`src/rtl/axi_mon_pkg.sv`:
```
package axi_mon_pkg;

  localparam int NRULE = 13;

  // Flag bit positions
  localparam int RB_STABLE   = 0;
  localparam int RB_RSTVALID = 1;
  localparam int RB_BTYPE    = 2;
  localparam int RB_LEN      = 3;
  localparam int RB_WRAP     = 4;
  localparam int RB_SIZE     = 5;
  localparam int RB_4K       = 6;
  localparam int RB_WLAST    = 7;
  localparam int RB_RLAST    = 8;
  localparam int RB_WORPHAN  = 9;
  localparam int RB_BID      = 10;
  localparam int RB_RID      = 11;
  localparam int RB_REUSE    = 12;

  localparam logic [1:0] BT_FIXED = 2'd0;
  localparam logic [1:0] BT_INCR  = 2'd1;
  localparam logic [1:0] BT_WRAP  = 2'd2;
  localparam logic [1:0] BT_RSVD  = 2'd3;

  // True when an INCR burst leaves the 4 KB page of its start address.
  function automatic logic page_crossed(input logic [11:0] lo, input logic [7:0] len,
                                        input logic [2:0] size);
    logic [11:0] aligned;
    logic [16:0] bytes;
    logic [16:0] last;
    aligned = lo & ~((12'd1 << size) - 12'd1);
    bytes   = ({9'd0, len} + 17'd1) << size;
    last    = {5'd0, aligned} + bytes - 17'd1;
    return last[16:12] != 5'd0;
  endfunction

  function automatic logic wrap_len_legal(input logic [7:0] len);
    return (len == 8'd1) || (len == 8'd3) || (len == 8'd7) || (len == 8'd15);
  endfunction

  function automatic logic size_misaligned(input logic [11:0] lo, input logic [2:0] size);
    return (lo & ((12'd1 << size) - 12'd1)) != 12'd0;
  endfunction

  function automatic int unsigned rule_hits(input logic [NRULE-1:0] v);
    int unsigned n;
    n = 0;
    for (int i = 0; i < NRULE; i++) n += {31'd0, v[i]};
    return n;
  endfunction

endpackage

```
`src/rtl/axi_hs_stable.sv`:
```
module axi_hs_stable #(
  parameter int PW = 8
) (
  input  logic          clk,
  input  logic          rst_n,
  input  logic          valid,
  input  logic          ready,
  input  logic [PW-1:0] payload,
  output logic          evt
);
  logic          held_q;
  logic [PW-1:0] pay_q;

  always_ff @(posedge clk) begin
    if (!rst_n) begin
      held_q <= 1'b0;
      pay_q  <= '0;
    end else begin
      held_q <= valid && !ready;
      pay_q  <= payload;
    end
  end

  assign evt = held_q && (!valid || (payload != pay_q));
endmodule

```
`src/rtl/axi_addr_rules.sv`:
```
module axi_addr_rules
  import axi_mon_pkg::*;
#(
  parameter int DATA_W = 64
) (
  input  logic        fire,
  input  logic [11:0] addr_lo,
  input  logic [7:0]  len,
  input  logic [2:0]  size,
  input  logic [1:0]  burst,
  output logic [4:0]  hit   // btype, len, wrap, size, 4k
);
  localparam int BUS_LG = $clog2(DATA_W / 8);

  logic is_short_kind;
  assign is_short_kind = (burst == BT_FIXED) || (burst == BT_WRAP);

  always_comb begin
    hit[0] = fire && (burst == BT_RSVD);
    hit[1] = fire && is_short_kind && (len > 8'd15);
    hit[2] = fire && (burst == BT_WRAP) &&
             (!wrap_len_legal(len) || size_misaligned(addr_lo, size));
    hit[3] = fire && (int'(size) > BUS_LG);
    hit[4] = fire && (burst == BT_INCR) && page_crossed(addr_lo, len, size);
  end
endmodule

```
`src/rtl/axi_burst_track.sv`:
```
module axi_burst_track #(
  parameter int ID_W = 4
) (
  input  logic            clk,
  input  logic            rst_n,
  input  logic            aw_fire,
  input  logic [ID_W-1:0] awid,
  input  logic [7:0]      awlen,
  input  logic            w_fire,
  input  logic            wlast,
  input  logic            b_fire,
  input  logic [ID_W-1:0] bid,
  input  logic            ar_fire,
  input  logic [ID_W-1:0] arid,
  input  logic [7:0]      arlen,
  input  logic            r_fire,
  input  logic [ID_W-1:0] rid,
  input  logic            rlast,
  output logic            ev_wlast,
  output logic            ev_rlast,
  output logic            ev_worphan,
  output logic            ev_bid,
  output logic            ev_rid,
  output logic            ev_reuse
);
  localparam int NID = 1 << ID_W;
  localparam logic [ID_W:0] FULL = NID[ID_W:0];

  // ---- write side: in-order length queue plus per-ID pending bits
  logic [7:0]      wq_mem [NID];
  logic [ID_W-1:0] wq_wp, wq_rp;
  logic [ID_W:0]   wq_cnt;
  logic [7:0]      wbeat_q;
  logic [NID-1:0]  wpend_q;

  logic aw_reuse, aw_new, push, have, w_end, w_is_last, store, release_q;
  logic [7:0] head;

  assign aw_reuse  = aw_fire && wpend_q[awid];
  assign aw_new    = aw_fire && !aw_reuse;
  assign push      = aw_new && (wq_cnt != FULL);
  assign have      = (wq_cnt != '0) || push;
  assign head      = (wq_cnt != '0) ? wq_mem[wq_rp] : awlen;
  assign w_end     = (wbeat_q == head);
  assign w_is_last = w_fire && have && w_end;
  assign store     = push && !((wq_cnt == '0) && w_is_last);
  assign release_q = w_is_last && (wq_cnt != '0);

  assign ev_worphan = w_fire && !have;
  assign ev_wlast   = w_fire && have && (wlast != w_end);
  assign ev_bid     = b_fire && !wpend_q[bid];

  always_ff @(posedge clk) begin
    if (store) wq_mem[wq_wp] <= awlen;
  end

  always_ff @(posedge clk) begin
    if (!rst_n) begin
      wq_wp   <= '0;
      wq_rp   <= '0;
      wq_cnt  <= '0;
      wbeat_q <= '0;
      wpend_q <= '0;
    end else begin
      if (store)     wq_wp <= wq_wp + 1'b1;
      if (release_q) wq_rp <= wq_rp + 1'b1;
      if (store && !release_q)      wq_cnt <= wq_cnt + 1'b1;
      else if (!store && release_q) wq_cnt <= wq_cnt - 1'b1;
      if (w_fire && have) wbeat_q <= w_end ? 8'd0 : wbeat_q + 8'd1;
      for (int i = 0; i < NID; i++) begin
        if (b_fire && (bid == ID_W'(i)))        wpend_q[i] <= 1'b0;
        else if (aw_new && (awid == ID_W'(i))) wpend_q[i] <= 1'b1;
      end
    end
  end

  // ---- read side: one open burst per ID, remaining-beat countdown
  logic       ropen_q [NID];
  logic [7:0] rrem_q  [NID];
  logic ar_reuse, ar_new, r_known, r_end;

  assign ar_reuse = ar_fire && ropen_q[arid];
  assign ar_new   = ar_fire && !ar_reuse;
  assign r_known  = ropen_q[rid];
  assign r_end    = (rrem_q[rid] == 8'd0);

  assign ev_rid   = r_fire && !r_known;
  assign ev_rlast = r_fire && r_known && (rlast != r_end);
  assign ev_reuse = aw_reuse || ar_reuse;

  for (genvar g = 0; g < NID; g++) begin : g_rd
    always_ff @(posedge clk) begin
      if (!rst_n) begin
        ropen_q[g] <= 1'b0;
        rrem_q[g]  <= 8'd0;
      end else if (ar_new && (arid == ID_W'(g))) begin
        ropen_q[g] <= 1'b1;
        rrem_q[g]  <= arlen;
      end else if (r_fire && (rid == ID_W'(g)) && ropen_q[g]) begin
        if (rrem_q[g] == 8'd0) ropen_q[g] <= 1'b0;
        else                   rrem_q[g]  <= rrem_q[g] - 8'd1;
      end
    end
  end
endmodule

```
`src/rtl/axi_rule_monitor.sv`:
```
module axi_rule_monitor
  import axi_mon_pkg::*;
#(
  parameter int ADDR_W = 32,
  parameter int DATA_W = 64,
  parameter int ID_W   = 4,
  parameter int CNT_W  = 16
) (
  input  logic              clk,
  input  logic              rst_n,
  input  logic              awvalid,
  input  logic              awready,
  input  logic [ID_W-1:0]   awid,
  input  logic [ADDR_W-1:0] awaddr,
  input  logic [7:0]        awlen,
  input  logic [2:0]        awsize,
  input  logic [1:0]        awburst,
  input  logic              wvalid,
  input  logic              wready,
  input  logic              wlast,
  input  logic              bvalid,
  input  logic              bready,
  input  logic [ID_W-1:0]   bid,
  input  logic              arvalid,
  input  logic              arready,
  input  logic [ID_W-1:0]   arid,
  input  logic [ADDR_W-1:0] araddr,
  input  logic [7:0]        arlen,
  input  logic [2:0]        arsize,
  input  logic [1:0]        arburst,
  input  logic              rvalid,
  input  logic              rready,
  input  logic [ID_W-1:0]   rid,
  input  logic              rlast,
  output logic [NRULE-1:0]  viol_flags,
  output logic              viol_any,
  output logic [CNT_W-1:0]  viol_count
);
  localparam int APW = ID_W + ADDR_W + 8 + 3 + 2;

  logic aw_fire, w_fire, b_fire, ar_fire, r_fire;
  assign aw_fire = awvalid && awready;
  assign w_fire  = wvalid && wready;
  assign b_fire  = bvalid && bready;
  assign ar_fire = arvalid && arready;
  assign r_fire  = rvalid && rready;

  // handshake holding
  logic ev_aw_hold, ev_w_hold, ev_b_hold, ev_ar_hold, ev_r_hold;

  axi_hs_stable #(.PW(APW)) u_hs_aw (
    .clk(clk), .rst_n(rst_n), .valid(awvalid), .ready(awready),
    .payload({awid, awaddr, awlen, awsize, awburst}), .evt(ev_aw_hold));
  axi_hs_stable #(.PW(1)) u_hs_w (
    .clk(clk), .rst_n(rst_n), .valid(wvalid), .ready(wready),
    .payload(wlast), .evt(ev_w_hold));
  axi_hs_stable #(.PW(ID_W)) u_hs_b (
    .clk(clk), .rst_n(rst_n), .valid(bvalid), .ready(bready),
    .payload(bid), .evt(ev_b_hold));
  axi_hs_stable #(.PW(APW)) u_hs_ar (
    .clk(clk), .rst_n(rst_n), .valid(arvalid), .ready(arready),
    .payload({arid, araddr, arlen, arsize, arburst}), .evt(ev_ar_hold));
  axi_hs_stable #(.PW(ID_W + 1)) u_hs_r (
    .clk(clk), .rst_n(rst_n), .valid(rvalid), .ready(rready),
    .payload({rid, rlast}), .evt(ev_r_hold));

  // address-phase legality, one checker per direction
  logic [4:0] aw_hit, ar_hit;

  axi_addr_rules #(.DATA_W(DATA_W)) u_rules_aw (
    .fire(aw_fire), .addr_lo(awaddr[11:0]), .len(awlen), .size(awsize),
    .burst(awburst), .hit(aw_hit));
  axi_addr_rules #(.DATA_W(DATA_W)) u_rules_ar (
    .fire(ar_fire), .addr_lo(araddr[11:0]), .len(arlen), .size(arsize),
    .burst(arburst), .hit(ar_hit));

  // beat and ID tracking
  logic ev_wlast, ev_rlast, ev_worphan, ev_bid, ev_rid, ev_reuse;

  axi_burst_track #(.ID_W(ID_W)) u_track (
    .clk(clk), .rst_n(rst_n),
    .aw_fire(aw_fire), .awid(awid), .awlen(awlen),
    .w_fire(w_fire), .wlast(wlast),
    .b_fire(b_fire), .bid(bid),
    .ar_fire(ar_fire), .arid(arid), .arlen(arlen),
    .r_fire(r_fire), .rid(rid), .rlast(rlast),
    .ev_wlast(ev_wlast), .ev_rlast(ev_rlast), .ev_worphan(ev_worphan),
    .ev_bid(ev_bid), .ev_rid(ev_rid), .ev_reuse(ev_reuse));

  // valid seen in the last reset cycle, reported after release
  logic any_valid, rst_valid_q;
  assign any_valid = awvalid || wvalid || bvalid || arvalid || rvalid;

  always_ff @(posedge clk) begin
    rst_valid_q <= !rst_n && any_valid;
  end

  logic [NRULE-1:0] ev;
  always_comb begin
    ev                      = '0;
    ev[RB_STABLE]           = ev_aw_hold || ev_w_hold || ev_b_hold || ev_ar_hold || ev_r_hold;
    ev[RB_RSTVALID]         = rst_valid_q;
    ev[RB_4K:RB_BTYPE]      = aw_hit | ar_hit;
    ev[RB_WLAST]            = ev_wlast;
    ev[RB_RLAST]            = ev_rlast;
    ev[RB_WORPHAN]          = ev_worphan;
    ev[RB_BID]              = ev_bid;
    ev[RB_RID]              = ev_rid;
    ev[RB_REUSE]            = ev_reuse;
  end

  logic [CNT_W:0] count_sum;
  assign count_sum = {1'b0, viol_count} + (CNT_W + 1)'(rule_hits(ev));

  always_ff @(posedge clk) begin
    if (!rst_n) begin
      viol_flags <= '0;
      viol_count <= '0;
    end else begin
      viol_flags <= viol_flags | ev;
      viol_count <= count_sum[CNT_W] ? {CNT_W{1'b1}} : count_sum[CNT_W-1:0];
    end
  end

  assign viol_any = |viol_flags;
endmodule

```
`config.mk`:
```
export PLATFORM = sky130hd
export DESIGN_NAME = axi_rule_monitor
export DESIGN_NICKNAME = d
export VERILOG_FILES = /design/src/rtl/axi_mon_pkg.sv /design/src/rtl/axi_hs_stable.sv /design/src/rtl/axi_addr_rules.sv /design/src/rtl/axi_burst_track.sv /design/src/rtl/axi_rule_monitor.sv
export SDC_FILE = /design/constraint.sdc
export NUM_CORES = 1
export LEC_CHECK = 0
export BUFFER_PORTS_ARGS = -buffer_cell sky130_fd_sc_hd__buf_2
export CELL_PAD_IN_SITES_DETAIL_PLACEMENT = 0
export CELL_PAD_IN_SITES_GLOBAL_PLACEMENT = 1
export CORE_MARGIN = 5
export CORE_UTILIZATION = 39
export CTS_BUF_LIST = sky130_fd_sc_hd__clkbuf_16
export DETAILED_ROUTE_END_ITERATION = 8
export MAX_ROUTING_LAYER = met4
export PLACE_DENSITY_LB_ADDON = 0.1
export SLEW_MARGIN = 20
export SYNTH_ARGS = -nofsm -noshare
export SYNTH_HDL_FRONTEND = slang
export SYNTH_SLANG_ARGS = --single-unit
```
`constraint.sdc`:
```
create_clock -name clk -period 13.02 [get_ports clk]
set_input_delay 3.255 -clock clk [delete_from_list [all_inputs] [get_ports clk]]
set_output_delay 3.255 -clock clk [all_outputs]
set_load 0.03 [all_outputs]
```
======== Yosys cells after proc, flatten, opt, wreduce, memory -nomap -nowiden ========
Memories as Yosys holds them, arrays and structs flattened. A register that Yosys moved wholly into a read port is not among the register bits.
Cells that the tools add are included.
operators by class
  muxes and demuxes ....................... 286
  shift-type cells ........................ 4
  reduce and logical (&&, ||, !) cells .... 223
  add/sub/neg operators ................... 42
  bitwise operators ....................... 73
  equal/unequal tests ..................... 83
  magnitude comparators ................... 6
operator list
  cell                                                 count
  two-way mux 8 bit                                    34
  two-way mux 1 bit                                    245
  zero test 8 bit                                      17
  logical AND 1 bit                                    130
  equality test 4 bit, second input constant           32
  subtractor 8 x 1 -> 8 bit, second input constant     16
  != test 49 bit                                       2
  equality test 4 x 3 -> 1 bit, second input constant  16
  bitwise OR 1 bit                                     64
  bitwise AND 12 bit                                   4
  adder 12 x 17 -> 17 bit                              2
  left shift 17 x 3 -> 17 bit                          2
  subtractor 17 x 1 -> 17 bit, second input constant   2
  equality test 4 x 2 -> 1 bit, second input constant  8
  OR reduction 2 bit                                   16
  logical OR 1 bit                                     25
  NOT 12 bit                                           2
  nonzero test 12 bit                                  2
  left shift 1 x 3 -> 12 bit, first input constant     2
  subtractor 12 x 1 -> 12 bit, second input constant   2
  zero test 1 bit                                      21
  adder 8 x 1 -> 9 bit, second input constant          2
  adder 16 x 13 -> 17 bit                              1
  equality test 4 x 1 -> 1 bit, second input constant  4
  43 further kinds                                     66
storage, ports and cells
  register bits after elaboration ......... 180
  memories kept ........................... 3
  bits of input ports ..................... 120
  bits in writable memories ............... 272
  word-level logic and storage cells ...... 753
  output and inout bits ................... 30
memories
  name             words  bits a word  rd ports  clocked after memory_dff  wr ports  line                   text
  u_track.rrem_q   16     8            17        0                         16        axi_burst_track.sv:79  logic [7:0] rrem_q [NID];
  u_track.wq_mem   16     8            1         1                         1         axi_burst_track.sv:30  logic [7:0] wq_mem [NID];
  u_track.ropen_q  16     1            18        0                         16        axi_burst_track.sv:78  logic ropen_q [NID];

======== Logic depth before layout (Yosys ltp) ========
Gate-level depths: netlist of the first run.
  depth in word-level cells ............... 22
  gate-level depth with buffers ........... 36
  gate-level depth less buffers ........... 34

======== Cells and area by module ========
From an unflattened synthesis of the first run, not the netlist that was laid out.
unflattened totals
  cell total of the unflattened synthesis .. 2,568
  area, all modules ....................... 25,938.6 sq um
modules (own cells, without submodules)
  module                       area an instance (sq um)  sequential area each (sq um)  times used  cells an instance
  axi_burst_track              16,594.7                  8,978.6                       1           1,463
  axi_hs_stable (u_hs_ar ...)  1,938.1                   1,001.0                       2           188
  axi_rule_monitor             1,819.2                   600.6                         1           196
  axi_addr_rules (u_rules_aw)  1,664.1                   0.0                           1           262
  axi_addr_rules (u_rules_ar)  1,506.4                   0.0                           1           228
  axi_hs_stable (u_hs_r)       220.2                     120.1                         1           20
  axi_hs_stable (u_hs_b)       185.2                     100.1                         1           17
  axi_hs_stable (u_hs_w)       72.6                      40.0                          1           6

======== Least setup slack after synthesis of the first run ========
No wires, ideal clock.
  path kind ............................... input to register
  start point ............................. input port awsize[0]
  end point ............................... register viol_count[2]
  buffers on the path ..................... 5
  library setup time ...................... 0.128 ns
  data arrival time ....................... 10.261 ns
  setup slack ............................. 2.631 ns
  data required time ...................... 12.892 ns
  stages on the path ...................... 33
  cell sequence ........................... clkbuf_1 > clkbuf_1 > buf_1 > nand2_1 > ha_1 > clkbuf_1 > xor2_1 > or2_2 > ha_1 > inv_1 > ha_1 > a2111oi_0 > o31ai_1 > a31oi_1 > o221ai_1 > or3_1 > a21o_1 > o2bb2ai_1 > fa_1 > fa_1 > fa_1 > ha_1 > fa_1 > a21oi_1 > nor2_1 > nor2_1 > nor2b_1 > o21ai_0 > or3_1 > nor2_1 > clkbuf_1 > nor2_1 > nor2_1
on the way
  cells in the longest elaborated chain, start to end .. 21
  elaborated cells on any way between the ends .. 37
  those cells by class .................... add/sub (16); order compare (1); eq/ne (1); shift (2); mux (1); bitwise (4); reduce/logical (12)
ends and longest elaborated chain
  item                                                              line                     text
  from (decl)                                                       axi_rule_monitor.sv:16   input logic [2:0] awsize,
  branches (longest 12 deep; another with adder 12 x 17 -> 17 bit)  --
  adder 6 x 1 -> 7 bit (*)                                          axi_mon_pkg.sv:48        for (int i = 0; i < NRULE; i++) n += {31'd0, v[i]};
  adder 7 x 1 -> 8 bit (*)                                          axi_mon_pkg.sv:48
  adder 8 x 1 -> 9 bit (*)                                          axi_mon_pkg.sv:48
  adder 9 x 1 -> 10 bit (*)                                         axi_mon_pkg.sv:48
  adder 10 x 1 -> 11 bit (*)                                        axi_mon_pkg.sv:48
  adder 11 x 1 -> 12 bit (*)                                        axi_mon_pkg.sv:48
  adder 12 x 1 -> 13 bit (*)                                        axi_mon_pkg.sv:48
  adder 16 x 13 -> 17 bit (*)                                       axi_rule_monitor.sv:113  assign count_sum = {1'b0, viol_count} + (CNT_W + 1)'(rule_hits(ev));
  two-way mux 16 bit (*)                                            axi_rule_monitor.sv:121  viol_count <= count_sum[CNT_W] ? {CNT_W{1'b1}} : count_sum[CNT_W-1:0];
  to (signal assigned)                                              axi_rule_monitor.sv:121
  to (decl)                                                         axi_rule_monitor.sv:37   output logic [CNT_W-1:0] viol_count
Mark *: on every way between the ends.
A chain may end at the register's enable or synchronous reset.

======== Final worst setup path of the first run ========
  start point ............................. input port arlen[0]
  end point ............................... register viol_count[7]
on the way
  cells in the longest elaborated chain, start to end .. 19
  elaborated cells on any way between the ends .. 38
  those cells by class .................... add/sub (16); order compare (1); eq/ne (5); shift (1); mux (1); bitwise (1); reduce/logical (13)
ends and longest elaborated chain
  item                                                              line                     text
  from (decl)                                                       axi_rule_monitor.sv:28   input logic [7:0] arlen,
  branches (longest 10 deep; another with adder 12 x 17 -> 17 bit)  --
  adder 6 x 1 -> 7 bit (*)                                          axi_mon_pkg.sv:48
  adder 7 x 1 -> 8 bit (*)                                          axi_mon_pkg.sv:48
  adder 8 x 1 -> 9 bit (*)                                          axi_mon_pkg.sv:48
  adder 9 x 1 -> 10 bit (*)                                         axi_mon_pkg.sv:48
  adder 10 x 1 -> 11 bit (*)                                        axi_mon_pkg.sv:48
  adder 11 x 1 -> 12 bit (*)                                        axi_mon_pkg.sv:48
  adder 12 x 1 -> 13 bit (*)                                        axi_mon_pkg.sv:48
  adder 16 x 13 -> 17 bit (*)                                       axi_rule_monitor.sv:113
  two-way mux 16 bit (*)                                            axi_rule_monitor.sv:121
Marks and branches as above.

==> results of run 1 <==
logic make-up after synthesis:
logic type	count (synthesis)	synth area share, %
muxes	91	5.82
xor gates and xnor gates	237	8.37
and+or+nand+nor	814	16.3
DFF	456	47.7
adders and majority gates	117	6.20
AOI/OAI and AO/OA	417	11.0
buffers and inverters	281	4.51
cell type report:
| cell class | instances | area share, % |
|---|---|---|
| clock inverters | 44 | 0.945 |
| multi-input cells | 1676 | 42.4 |
| well taps | 846 | 3.79 |
| flip-flops and latches | 456 | 42.4 |
| diodes | 5 | 0.0448 |
| inverters | 155 | 2.09 |
| clock buffers | 56 | 5.02 |
| repair buffers | 172 | 3.30 |
power groups by stage:
stage	Sequential, mW	Clock [mW]	Combinational [mW]
final	1.63	1.42	0.592
after floorplan	1.66	0	0.407
after detailed placement	1.66	0	0.599
after global placement	1.66	0	0.595
after global routing	1.64	1.52	0.669
after CTS	1.63	1.47	0.602
layout by cell type, fill, tap and decap left out, types with 63 or more instances in the layout:
cell type / netlist / layout
sky130_fd_sc_hd__nand2_1: 153 / 153
sky130_fd_sc_hd__o22ai_1: 136 / 136
sky130_fd_sc_hd__xnor2_1: 105 / 105
sky130_fd_sc_hd__nand3_1: 63 / 63
sky130_fd_sc_hd__a21oi_1: 72 / 72
sky130_fd_sc_hd__edfxtp_1: 271 / 271
sky130_fd_sc_hd__buf_2: 5 / 148
sky130_fd_sc_hd__nor2_1: 242 / 242
sky130_fd_sc_hd__inv_1: 153 / 172
sky130_fd_sc_hd__xor2_1: 132 / 132
sky130_fd_sc_hd__ha_1: 107 / 107
sky130_fd_sc_hd__and2_1: 81 / 81
sky130_fd_sc_hd__dfxtp_1: 185 / 184
stage by stage:
stage | utilization, % | worst slack, ns | cells
floorplan | - | 2.63 | 2413
global placement | 41.6 | 1.87 | 3305
detailed placement | 41.6 | 1.77 | 3305
CTS | 44.3 | 2.36 | 3405
global route | 44.3 | 1.65 | 3409
finish | 44.3 | 2.33 | 3410
tightest hold or removal path, cell delays in order, from the launching register on:
cell and delay, ns:
sky130_fd_sc_hd__dfxtp_1 0.34, sky130_fd_sc_hd__a21oi_1 0.05, sky130_fd_sc_hd__nor2_1 0.09
state kept, by name, summed over array words and instances, names as in the netlist, 4 cells and up, named ones only:
register,count
u_track.wpend_q,16
u_track.wq_cnt,5
u_hs_r.pay_q,5
u_track.rrem_q,128
u_hs_aw.pay_q,49
u_hs_ar.pay_q,49
viol_flags,13
u_track.wbeat_q,8
u_track.ropen_q,16
u_track.wq_wp,4
u_track.wq_mem,128
viol_count,16
u_hs_b.pay_q,4
u_track.wq_rp,4
worst min-delay path by stage:
stage	start	end	slack, ns	depth (start not counted)
after floorplan	u_track.wpend_q[5]	u_track.wpend_q[5]	0.46	2
after global placement	u_track.wpend_q[13]	u_track.wpend_q[13]	0.48	2
after detailed placement	u_track.wpend_q[5]	u_track.wpend_q[5]	0.49	2
after CTS	u_track.wpend_q[5]	u_track.wpend_q[5]	0.50	2
after global routing	viol_flags[5]	viol_flags[5]	0.53	2
final	u_track.wpend_q[5]	u_track.wpend_q[5]	0.50	2
metal layers:
metal	vias up	GRT usage (%)	part of all wire (%)
li1	8962	-	-
met1	9071	25.8	43
met2	422	35.3	50
met3	99	2.85	4.5
met4	0	5.92	2.8
met5	-	-	0
==> reports/metrics.json, run 1 <==
{
  "run_status": {"value": "completed"},
  "finalSetupViolations": {"value": 0},
  "grt_first_pass_wirelength": {"value": 110000, "unit": "um"},
  "drt_wl_total": {"value": 71800, "unit": "um"},
  "fin_worst_hold_slack": {"value": 0.502, "unit": "ns"},
  "most_frequently_used_flop_master_after_synthesis": {"value": "sky130_fd_sc_hd__edfxtp_1"},
  "worst_skew_pair.late_latency": {"value": 0.60, "unit": "ns"},
  "grt_overflow": {"value": 0},
  "number_of_antenna_violations_at_the_first_check_in_global_routing": {"value": 8},
  "vdd_drop_max": {"value": 111, "unit": "uV"},
  "tritoncts_num_sinks": {"value": 456},
  "worst_path_most_repeated_cell": {"value": "sky130_fd_sc_hd__nor2_1"},
  "timing.setup.tns": {"value": 0, "unit": "ns"},
  "synth_area_per_cell": {"value": 10.3, "unit": "sq um"},
  "synth.largest_area_cell": {"value": "sky130_fd_sc_hd__edfxtp_1"},
  "synthesis.nets": {"value": 2650},
  "filler_cells_inserted": {"value": 6125},
  "worstPathMaxFanout": {"value": 12},
  "crit-reg2reg-capture": {"value": "viol_count[7]"},
  "detail_route.wl_per_cell": {"value": 21.0, "unit": "um"},
  "cts.path.max_buffers": {"value": 3},
  "post_synth_main_area_contributors": {"value": "sky130_fd_sc_hd__edfxtp_1, sky130_fd_sc_hd__dfxtp_1, sky130_fd_sc_hd__ha_1"},
  "floorplan.initialDensity": {"value": 39.3, "unit": "%"},
  "worst_ep_required_time": {"value": 13.54, "unit": "ns"},
  "relSlewSlack": {"value": 24.4, "unit": "%"},
  "routabilityCongestion": {"value": 0.851},
  "pwr-share-clk": {"value": 39.1, "unit": "%"},
  "chip_height": {"value": 262, "unit": "um"},
  "synth_cells": {"value": 2413},
  "tcrit_tclk_final": {"value": 82.1, "unit": "%"},
  "grt_max_degree": {"value": 80},
  "leakage": {"value": 10.6, "unit": "nW"},
  "pin_count": {"value": 150},
  "reg2reg_slack": {"value": 5.26, "unit": "ns"},
  "yosys.cell_count.top_type": {"value": "sky130_fd_sc_hd__edfxtp_1"},
  "place_hpwl": {"value": 51100, "unit": "um"},
  "placedInstanceArea": {"value": 26300, "unit": "sq um"},
  "route.antenna.remaining_nets": {"value": 0},
  "rsz0062_at_grt": {"value": "no"},
  "postLayoutCellArea": {"value": 27900, "unit": "sq um"},
  "cts_tree": {"value": "yes"},
  "finalHoldViolations": {"value": 0},
  "switching_power": {"value": 1.00, "unit": "mW"},
  "critPathCaptureType": {"value": "flop"},
  "num_rows": {"value": 92},
  "grt_use_total": {"value": 20.7, "unit": "%"},
  "vias_per_cell": {"value": 5.44},
  "start_kind": {"value": "input pin"},
  "ff_latch_area": {"value": 11800, "unit": "sq um"},
  "critical_path.top_delay_family": {"value": "simple AND/OR/NAND/NOR gates"},
  "drt_iter0_drc": {"value": 1297},
  "post-synth-top-area-fraction": {"value": 32.8, "unit": "%"},
  "sequential_fraction_of_the_synthesis_area": {"value": 47.7, "unit": "%"},
  "cts_resized": {"value": 0},
  "synth.ff_latch_count": {"value": 456},
  "finalWorstPathRequiredPeriod": {"value": 10.69, "unit": "ns"},
  "power.share.switching": {"value": 27.4, "unit": "%"},
  "rr_worst_depth": {"value": 26},
  "p_comb_share": {"value": 16.2, "unit": "%"},
  "cts_inserted_buffers": {"value": 53},
  "totalPowerFinal": {"value": 3.65, "unit": "mW"},
  "io_buffers": {"value": 149},
  "post_cts.repair.setup_buffers": {"value": 0},
  "p_int": {"value": 2.65, "unit": "mW"},
  "cp_num_cells": {"value": 32},
  "clock_tree.htree_level_count": {"value": 2},
  "path_buf_inv": {"value": 2},
  "detail_route.drc_violations": {"value": 0},
  "detailroute.via_count": {"value": 18554},
  "synth_edf_count": {"value": 271},
  "timing_worst_setup_path_type": {"value": "input pin to flop"},
  "yosysWarnings": {"value": 0},
  "drive_gt1_share": {"value": 12.0, "unit": "%"},
  "clk_pin_slew_worst_paths": {"value": 0.06, "unit": "ns"},
  "drv.max_cap_violation_count": {"value": 0},
  "finClkSkew": {"value": 0.0193, "unit": "ns"},
  "worstMarginPinSlew": {"value": 1.13, "unit": "ns"},
  "dieArea": {"value": 68700, "unit": "sq um"},
  "nNetsFinal": {"value": 2751},
  "power_frac_seq": {"value": 44.7, "unit": "%"},
  "clock_root_buffer": {"value": "sky130_fd_sc_hd__clkbuf_16"},
  "maxSlewViolCount": {"value": 0},
  "cpMaxStageDelayCell": {"value": "sky130_fd_sc_hd__nor2_1"},
  "yosys-top-cells-count": {"value": "sky130_fd_sc_hd__edfxtp_1, sky130_fd_sc_hd__nor2_1, sky130_fd_sc_hd__dfxtp_1"},
  "worstPathArrival": {"value": 11.21, "unit": "ns"},
  "hold_path_class": {"value": "flop to flop"},
  "critical_path.startpoint": {"value": "arlen[0]"},
  "area_added_between_synthesis_and_finish": {"value": 12.6, "unit": "%"},
  "cpPeakStageDelay": {"value": 0.64, "unit": "ns"},
  "die_width": {"value": 262, "unit": "um"},
  "drt_pre_antenna_iters": {"value": 5},
  "post_synth_instance_area": {"value": 24800, "unit": "sq um"},
  "synthArstFlopShare": {"value": 0, "unit": "%"},
  "first_global_vias": {"value": 18701},
  "post_cts_hold_fix_bufs": {"value": 0},
  "design.core.area": {"value": 63100, "unit": "sq um"},
  "cellPowerDensity": {"value": 131, "unit": "nW/um^2"},
  "multiInputGateArea": {"value": 11800, "unit": "sq um"},
  "max_freq": {"value": 93.5, "unit": "MHz"},
  "critPathCapture": {"value": "viol_count[7]"},
  "synth.distinct_cells": {"value": 82}
}
No activity file was read; power rests on OpenSTA's default activity.
==> run 2, diff against run 1 <==
clock period = 10.14 ns   (was 13.02 ns; I/O delays follow)
==> run 2 against run 1 <==
  * Global-route usage increased by 0.18 points
  * Final area is 0.47% higher
  * Flip-flop and latch count did not move
  * Critical endpoint is now viol_count[8]
  * Clock power increased by 27%
  * Clock skew rose by 0.0015 ns
  * Clock-buffer cell count is 4 lower
  * Non-clock buffer count grew 21
==> reports/metrics.json, run 2 (synthesis gave the netlist of run 1 again) <==
{
  "design.core.area": {"value": 63100, "unit": "sq um", "change": "unchanged"},
  "post_cts_hold_fix_bufs": {"value": 0, "change": "unchanged"},
  "finalWorstPathRequiredPeriod": {"value": 9.56, "unit": "ns"},
  "hold_path_class": {"value": "flop to flop", "change": "unchanged"},
  "tritoncts_num_sinks": {"value": 456, "change": "unchanged"},
  "first_global_vias": {"value": 18656, "change": "was 18701"},
  "pwr-share-clk": {"value": 38.6, "unit": "%", "change": "was 39.1%"},
  "drt_iter0_drc": {"value": 1366, "change": "was 1297"},
  "worstPathMaxFanout": {"value": 12, "change": "unchanged"},
  "critPathCaptureType": {"value": "flop", "change": "unchanged"},
  "dieArea": {"value": 68700, "unit": "sq um", "change": "unchanged"},
  "num_rows": {"value": 92, "change": "unchanged"},
  "layout_common_cells": {"value": "sky130_fd_sc_hd__edfxtp_1, sky130_fd_sc_hd__nor2_1, sky130_fd_sc_hd__dfxtp_1, sky130_fd_sc_hd__inv_1, sky130_fd_sc_hd__nand2_1", "change": "unchanged"},
  "worstPathArrival": {"value": 10.08, "unit": "ns", "change": "was 11.21 ns"},
  "worst_path_most_repeated_cell": {"value": "sky130_fd_sc_hd__nor2_1", "change": "unchanged"},
  "power.share.switching": {"value": 28.1, "unit": "%", "change": "was 27.4%"},
  "drv.max_cap_violation_count": {"value": 0, "change": "unchanged"},
  "drt_pre_antenna_iters": {"value": 5, "change": "unchanged"},
  "leakage": {"value": 10.7, "unit": "nW", "change": "was 10.6 nW"},
  "drive_gt1_share": {"value": 13.2, "unit": "%", "change": "was 12.0%"},
  "maxSlewViolCount": {"value": 0, "change": "unchanged"},
  "cts_tree": {"value": "yes", "change": "unchanged"},
  "finClkSkew": {"value": 0.0208, "unit": "ns", "change": "was 0.0193 ns"},
  "detailroute.via_count": {"value": 18835, "change": "was 18554"},
  "vdd_drop_max": {"value": 135, "unit": "uV", "change": "was 111 uV"},
  "cts_resized": {"value": 0, "change": "unchanged"},
  "io_buffers": {"value": 149, "change": "unchanged"},
  "grt_first_pass_wirelength": {"value": 111000, "unit": "um", "change": "was 110000 um"},
  "pin_count": {"value": 150, "change": "unchanged"},
  "rsz0062_at_grt": {"value": "no", "change": "unchanged"},
  "chip_height": {"value": 262, "unit": "um", "change": "unchanged"},
  "die_width": {"value": 262, "unit": "um", "change": "unchanged"},
  "run_status": {"value": "completed", "change": "unchanged"},
  "post_cts.repair.setup_buffers": {"value": 0, "change": "unchanged"},
  "cellPowerDensity": {"value": 166, "unit": "nW/um^2", "change": "was 131 nW/um^2"},
  "nNetsFinal": {"value": 2771, "change": "was 2751"},
  "vias_per_cell": {"value": 5.49, "change": "was 5.44"},
  "finalSetupViolations": {"value": 0, "change": "unchanged"},
  "clock_tree.htree_level_count": {"value": 2, "change": "unchanged"},
  "grt_use_total": {"value": 20.8, "unit": "%", "change": "was 20.7%"},
  "cpMaxStageDelayCell": {"value": "sky130_fd_sc_hd__nor2_1", "change": "unchanged"},
  "worst_skew_pair.late_latency": {"value": 0.61, "unit": "ns", "change": "was 0.60 ns"},
  "p_int": {"value": 3.36, "unit": "mW", "change": "was 2.65 mW"},
  "start_kind": {"value": "input pin", "change": "unchanged"},
  "cpPeakStageDelay": {"value": 0.63, "unit": "ns", "change": "was 0.64 ns"},
  "worstMarginPinSlew": {"value": 1.13, "unit": "ns", "change": "about the same"},
  "number_of_antenna_violations_at_the_first_check_in_global_routing": {"value": 4, "change": "was 8"},
  "cts.path.max_buffers": {"value": 3, "change": "unchanged"},
  "clk_pin_slew_worst_paths": {"value": 0.06, "unit": "ns", "change": "about the same"},
  "place_inst": {"value": 3326, "change": "was 3305"},
  "area_added_between_synthesis_and_finish": {"value": 13.1, "unit": "%", "change": "was 12.6%"},
  "power_frac_seq": {"value": 44.9, "unit": "%", "change": "was 44.7%"},
  "max_freq": {"value": 105, "unit": "MHz"},
  "clock_root_buffer": {"value": "sky130_fd_sc_hd__clkbuf_16", "change": "unchanged"},
  "cts_inserted_buffers": {"value": 52, "change": "was 53"},
  "floorplan.initialDensity": {"value": 39.3, "unit": "%", "change": "unchanged"},
  "worst_ep_required_time": {"value": 10.66, "unit": "ns", "change": "was 13.54 ns"},
  "switching_power": {"value": 1.31, "unit": "mW", "change": "was 1.00 mW"},
  "detail_route.drc_violations": {"value": 0, "change": "unchanged"},
  "grt_overflow": {"value": 0, "change": "unchanged"},
  "routabilityCongestion": {"value": 0.921, "change": "was 0.851"},
  "drt_wl_total": {"value": 72300, "unit": "um", "change": "was 71800 um"},
  "reg.largest.list": {"value": "u_track.rrem_q x128, u_track.wq_mem x128", "change": "unchanged"},
  "p_comb_share": {"value": 16.4, "unit": "%", "change": "was 16.2%"},
  "place_hpwl": {"value": 51900, "unit": "um", "change": "was 51100 um"},
  "timing.setup.tns": {"value": 0, "unit": "ns", "change": "unchanged"},
  "relSlewSlack": {"value": 24.5, "unit": "%", "change": "was 24.4%"},
  "grt_max_degree": {"value": 72, "change": "was 80"},
  "route.antenna.remaining_nets": {"value": 0, "change": "unchanged"},
  "post_layout_nonfiller_instances": {"value": 3428, "change": "was 3410"},
  "timing_worst_setup_path_type": {"value": "input pin to flop", "change": "unchanged"},
  "finalHoldViolations": {"value": 0, "change": "unchanged"},
  "mostFrequentLayoutCell": {"value": "sky130_fd_sc_hd__edfxtp_1", "change": "unchanged"},
  "detail_route.wl_per_cell": {"value": 21.1, "unit": "um", "change": "was 21.0 um"},
  "tcrit_tclk_final": {"value": 94.2, "unit": "%"}
}
## run 2: cell types whose count changed in the layout (fill, tap and decap cells not counted), moves of 2 or more
| cell | delta |
|---|---|
| sky130_fd_sc_hd__inv_4 | -2 |
| sky130_fd_sc_hd__inv_1 | -6 |
| sky130_fd_sc_hd__nor3_2 | +4 |
| sky130_fd_sc_hd__clkbuf_16 | -4 |
| sky130_fd_sc_hd__buf_4 | +21 |
| sky130_fd_sc_hd__clkinv_2 | +9 |
| sky130_fd_sc_hd__nor3_1 | -4 |
| sky130_fd_sc_hd__clkinv_1 | -4 |
## run 2: final timing paths
kind	slack, ns	cells after the start	start	endpoint
worst max-delay path	0.58	34	arlen[0]	viol_count[8]
worst min-delay path	0.50	2	viol_flags[9]	viol_flags[9]
worst max register to register	2.27	25	flop	viol_count[8]
worst min register to register	0.50	2	viol_flags[9]	viol_flags[9]
## run 2: per-layer routing
layer / GRT usage (%) / vias to the layer above / share of wire (%) / routed length [um]
met5: - / - / 0 / 0
met4: 5.24 / 0 / 2.5 / 1810
met3: 2.78 / 103 / 4.4 / 3180
met2: 35.7 / 426 / 50 / 36300
met1: 26.3 / 9276 / 43 / 30900
li1: - / 9030 / - / -
## run 2: critical path: cells and delay by family
| kind | cells | cell delay [ns] |
|---|---|---|
| buf+inv | 3 | 0.31 |
| fa+ha+maj | 7 | 2.52 |
| compound gates | 10 | 1.78 |
| simple gates | 13 | 2.67 |
| mux | 1 | 0.28 |
## run 2: final cells by class
cell class	count	area (sq um)
Antenna cell	4	10.0
Clock buffer	52	1300
Clock inverter	46	317
Fill cell	6067	35000
Inverter	155	583
Multi-Input combinational cell	1676	11900
Sequential cell	456	11800
Tap cell	846	1060
Timing Repair Buffer	193	1080
## run 2: power groups by stage
stage	combinational (mW)	clock [mW]	sequential, mW
final	0.767	1.80	2.09
after global routing	0.863	1.92	2.10
after CTS	0.777	1.85	2.10
after detailed placement	0.771	0	2.14
after global placement	0.766	0	2.13
after floorplan	0.522	0	2.13
## run 2: through the flow
| step | setup slack (ns) | instance area (sq um) | util, % | hold WS (ns) | total power [mW] |
|---|---|---|---|---|---|
| 2_1_floorplan | 0.471 | 24800 | - | 0.463 | 2.65 |
| 3_3_place_gp | -0.00564 | 26400 | 41.9 | 0.480 | 2.90 |
| 3_5_place_dp | -0.0548 | 26400 | 41.9 | 0.493 | 2.91 |
| 4_1_cts | 0.558 | 28100 | 44.5 | 0.507 | 4.72 |
| 5_1_grt | 0.0161 | 28100 | 44.5 | 0.535 | 4.89 |
| 6_report | 0.584 | 28100 | 44.5 | 0.504 | 4.66 |
==> run 3, diff against run 2 <==
CTS_BUF_LIST = sky130_fd_sc_hd__clkbuf_8   (was sky130_fd_sc_hd__clkbuf_16)
==> run 3 against run 2 <==
  * Clock power down 6%
  * Non-clock buffer count unchanged
  * Flip-flop and latch count unchanged
  * Power down 2.4%
  * Fmax up 0.43%
  * Critical endpoint unchanged
  * First-iteration DRC count down 3.2%
  * Via count up 0.56%
  * Sequential share of layout area about the same
  * Critical path depth unchanged
  * Clock-buffer cell count up 46
  * Setup slack better by 0.041 ns
==> reports/metrics.json, run 3 (synthesis gave the netlist of run 1 again) <==
{
  "first_global_vias": {"value": 18918, "change": "was 18656"},
  "clock_tree.htree_level_count": {"value": 3, "change": "was 2"},
  "drive_gt1_share": {"value": 14.2, "unit": "%", "change": "was 13.2%"},
  "cpMaxStageDelayCell": {"value": "sky130_fd_sc_hd__nor2_1", "change": "unchanged"},
  "floorplan.initialDensity": {"value": 39.3, "unit": "%", "change": "unchanged"},
  "detail_route.wl_per_cell": {"value": 20.9, "unit": "um", "change": "was 21.1 um"},
  "grt_max_degree": {"value": 72, "change": "unchanged"},
  "tritoncts_num_sinks": {"value": 456, "change": "unchanged"},
  "place_hpwl": {"value": 51900, "unit": "um", "change": "unchanged"},
  "critPathCaptureType": {"value": "flop", "change": "unchanged"},
  "cts.path.max_buffers": {"value": 3, "change": "unchanged"},
  "cpPeakStageDelay": {"value": 0.62, "unit": "ns", "change": "was 0.63 ns"},
  "leakage": {"value": 10.7, "unit": "nW", "change": "about the same"},
  "worst_skew_pair.late_latency": {"value": 0.67, "unit": "ns", "change": "was 0.61 ns"},
  "grt_first_pass_wirelength": {"value": 112000, "unit": "um", "change": "was 111000 um"},
  "area_added_between_synthesis_and_finish": {"value": 13.1, "unit": "%", "change": "about the same"},
  "drt_iter0_drc": {"value": 1322, "change": "was 1366"},
  "dieArea": {"value": 68700, "unit": "sq um", "change": "unchanged"},
  "worstPathMaxFanout": {"value": 12, "change": "unchanged"},
  "chip_height": {"value": 262, "unit": "um", "change": "unchanged"},
  "clock_root_buffer": {"value": "sky130_fd_sc_hd__clkbuf_8", "change": "was sky130_fd_sc_hd__clkbuf_16"},
  "worst_path_most_repeated_cell": {"value": "sky130_fd_sc_hd__nor2_1", "change": "unchanged"},
  "drt_pre_antenna_iters": {"value": 5, "change": "unchanged"},
  "cellPowerDensity": {"value": 162, "unit": "nW/um^2", "change": "was 166 nW/um^2"},
  "rsz0062_at_grt": {"value": "no", "change": "unchanged"},
  "fin_worst_hold_slack": {"value": 0.505, "unit": "ns", "change": "was 0.504 ns"},
  "max_freq": {"value": 105, "unit": "MHz", "change": "about the same"},
  "post_cts_hold_fix_bufs": {"value": 0, "change": "unchanged"},
  "route.antenna.remaining_nets": {"value": 0, "change": "unchanged"},
  "grt_use_total": {"value": 21.0, "unit": "%", "change": "was 20.8%"},
  "routabilityCongestion": {"value": 0.921, "change": "unchanged"},
  "worstPathArrival": {"value": 10.10, "unit": "ns", "change": "was 10.08 ns"},
  "finClkSkew": {"value": 0.0362, "unit": "ns", "change": "was 0.0208 ns"},
  "run_status": {"value": "completed", "change": "unchanged"},
  "clk_pin_slew_worst_paths": {"value": 0.06, "unit": "ns", "change": "about the same"},
  "drv.max_cap_violation_count": {"value": 0, "change": "unchanged"},
  "cts_tree": {"value": "yes", "change": "unchanged"},
  "maxSlewViolCount": {"value": 0, "change": "unchanged"},
  "drt_wl_total": {"value": 72700, "unit": "um", "change": "was 72300 um"},
  "reg2reg_slack": {"value": 2.30, "unit": "ns", "change": "was 2.27 ns"},
  "io_buffers": {"value": 149, "change": "unchanged"},
  "die_width": {"value": 262, "unit": "um", "change": "unchanged"},
  "place_inst": {"value": 3326, "change": "unchanged"},
  "mostFrequentLayoutCell": {"value": "sky130_fd_sc_hd__edfxtp_1", "change": "unchanged"},
  "num_rows": {"value": 92, "change": "unchanged"},
  "worst_hold_path.num_cells": {"value": 2, "change": "unchanged"},
  "totalPowerFinal": {"value": 4.55, "unit": "mW", "change": "was 4.66 mW"},
  "layout_common_cells": {"value": "sky130_fd_sc_hd__edfxtp_1, sky130_fd_sc_hd__nor2_1, sky130_fd_sc_hd__dfxtp_1, sky130_fd_sc_hd__inv_1, sky130_fd_sc_hd__nand2_1", "change": "unchanged"},
  "finalSetupViolations": {"value": 0, "change": "unchanged"},
  "detailroute.via_count": {"value": 18941, "change": "was 18835"},
  "worstMarginPinSlew": {"value": 1.09, "unit": "ns", "change": "was 1.13 ns"},
  "rr_worst_depth": {"value": 26, "change": "was 25"},
  "worst_ep_required_time": {"value": 10.73, "unit": "ns", "change": "was 10.66 ns"},
  "finalWorstPathRequiredPeriod": {"value": 9.51, "unit": "ns", "change": "was 9.56 ns"},
  "design.core.area": {"value": 63100, "unit": "sq um", "change": "unchanged"},
  "vias_per_cell": {"value": 5.44, "change": "was 5.49"},
  "pin_count": {"value": 150, "change": "unchanged"},
  "nNetsFinal": {"value": 2804, "change": "was 2771"},
  "hold_path_class": {"value": "flop to flop", "change": "unchanged"},
  "relSlewSlack": {"value": 26.8, "unit": "%", "change": "was 24.5%"},
  "vdd_drop_max": {"value": 110, "unit": "uV", "change": "was 135 uV"},
  "timing_worst_setup_path_type": {"value": "input pin to flop", "change": "unchanged"},
  "start_kind": {"value": "input pin", "change": "unchanged"},
  "number_of_antenna_violations_at_the_first_check_in_global_routing": {"value": 5, "change": "was 4"},
  "grt_overflow": {"value": 0, "change": "unchanged"},
  "cts_resized": {"value": 0, "change": "unchanged"},
  "reg.largest.list": {"value": "u_track.rrem_q x128, u_track.wq_mem x128", "change": "unchanged"},
  "post_layout_nonfiller_instances": {"value": 3483, "change": "was 3428"},
  "tcrit_tclk_final": {"value": 93.8, "unit": "%", "change": "was 94.2%"},
  "post_cts.repair.setup_buffers": {"value": 0, "change": "unchanged"},
  "detail_route.drc_violations": {"value": 0, "change": "unchanged"},
  "finalHoldViolations": {"value": 0, "change": "unchanged"},
  "cts_inserted_buffers": {"value": 85, "change": "was 52"}
}
run 3: cell count changes in the layout (fill, tap and decap cells not counted), moves of 2 or more:
cell                         change
sky130_fd_sc_hd__clkinv_1        +5
sky130_fd_sc_hd__clkbuf_16      -52
sky130_fd_sc_hd__clkinv_2        -6
sky130_fd_sc_hd__inv_1          +17
sky130_fd_sc_hd__clkinvlp_4      +3
sky130_fd_sc_hd__bufinv_16       -2
sky130_fd_sc_hd__clkbuf_8       +98
sky130_fd_sc_hd__inv_6           -3
sky130_fd_sc_hd__inv_2           -4
run 3: area by class of cell:
cell class                 count  area [sq um]
multi-input combinational   1676         11900
tap                          846          1060
sequential                   456         11800
timing repair buffer         193          1080
clock inverter                54           256
clock buffer                  98          1350
antenna                        5          12.5
inverter                     155           583
fill                        6104         35000
run 3: critical path: cells and delay by family:
kind	cells	cell delay, ns
AOI/OAI and AO/OA	10	1.78
buffers and inverters	3	0.31
muxes	1	0.28
and+or+nand+nor	13	2.68
adders and majority gates	7	2.52
run 3: layer usage:
metal | part of all wire [%] | up-vias | wire (um) | GRT usage (%)
li1 | - | 9098 | - | -
met1 | 42 | 9235 | 30900 | 26.2
met2 | 50 | 478 | 36000 | 35.5
met3 | 5.3 | 130 | 3830 | 3.29
met4 | 2.8 | 0 | 2010 | 6.43
met5 | 0 | - | 0 | -
run 3: final timing paths:
check	to	startpoint
setup / recovery	viol_count[8]	arlen[0]
setup reg to reg	viol_count[8]	flop
hold reg to reg	viol_flags[9]	viol_flags[9]
hold / removal	viol_flags[9]	viol_flags[9]
run 3: power breakdown:
part / total, mW / switching (mW) / internal [mW]
clock network: 1.69 / 0.788 / 0.902
logic: 0.766 / 0.458 / 0.308
registers: 2.10 / 0.0611 / 2.03
run 3: per-stage QoR:
| stage | TNS [ns] | instance area (sq um) | setup WS [ns] | utilization (%) |
|---|---|---|---|---|
| 3_5_place_dp | -0.444 | 26400 | -0.0548 | 41.9 |
| 4_1_cts | 0 | 28000 | 0.626 | 44.4 |
| 2_1_floorplan | 0 | 24800 | 0.471 | - |
| 5_1_grt | 0 | 28000 | 0.0766 | 44.5 |
| 3_3_place_gp | -0.00564 | 26400 | -0.00564 | 41.9 |
| 6_report | 0 | 28100 | 0.625 | 44.5 |
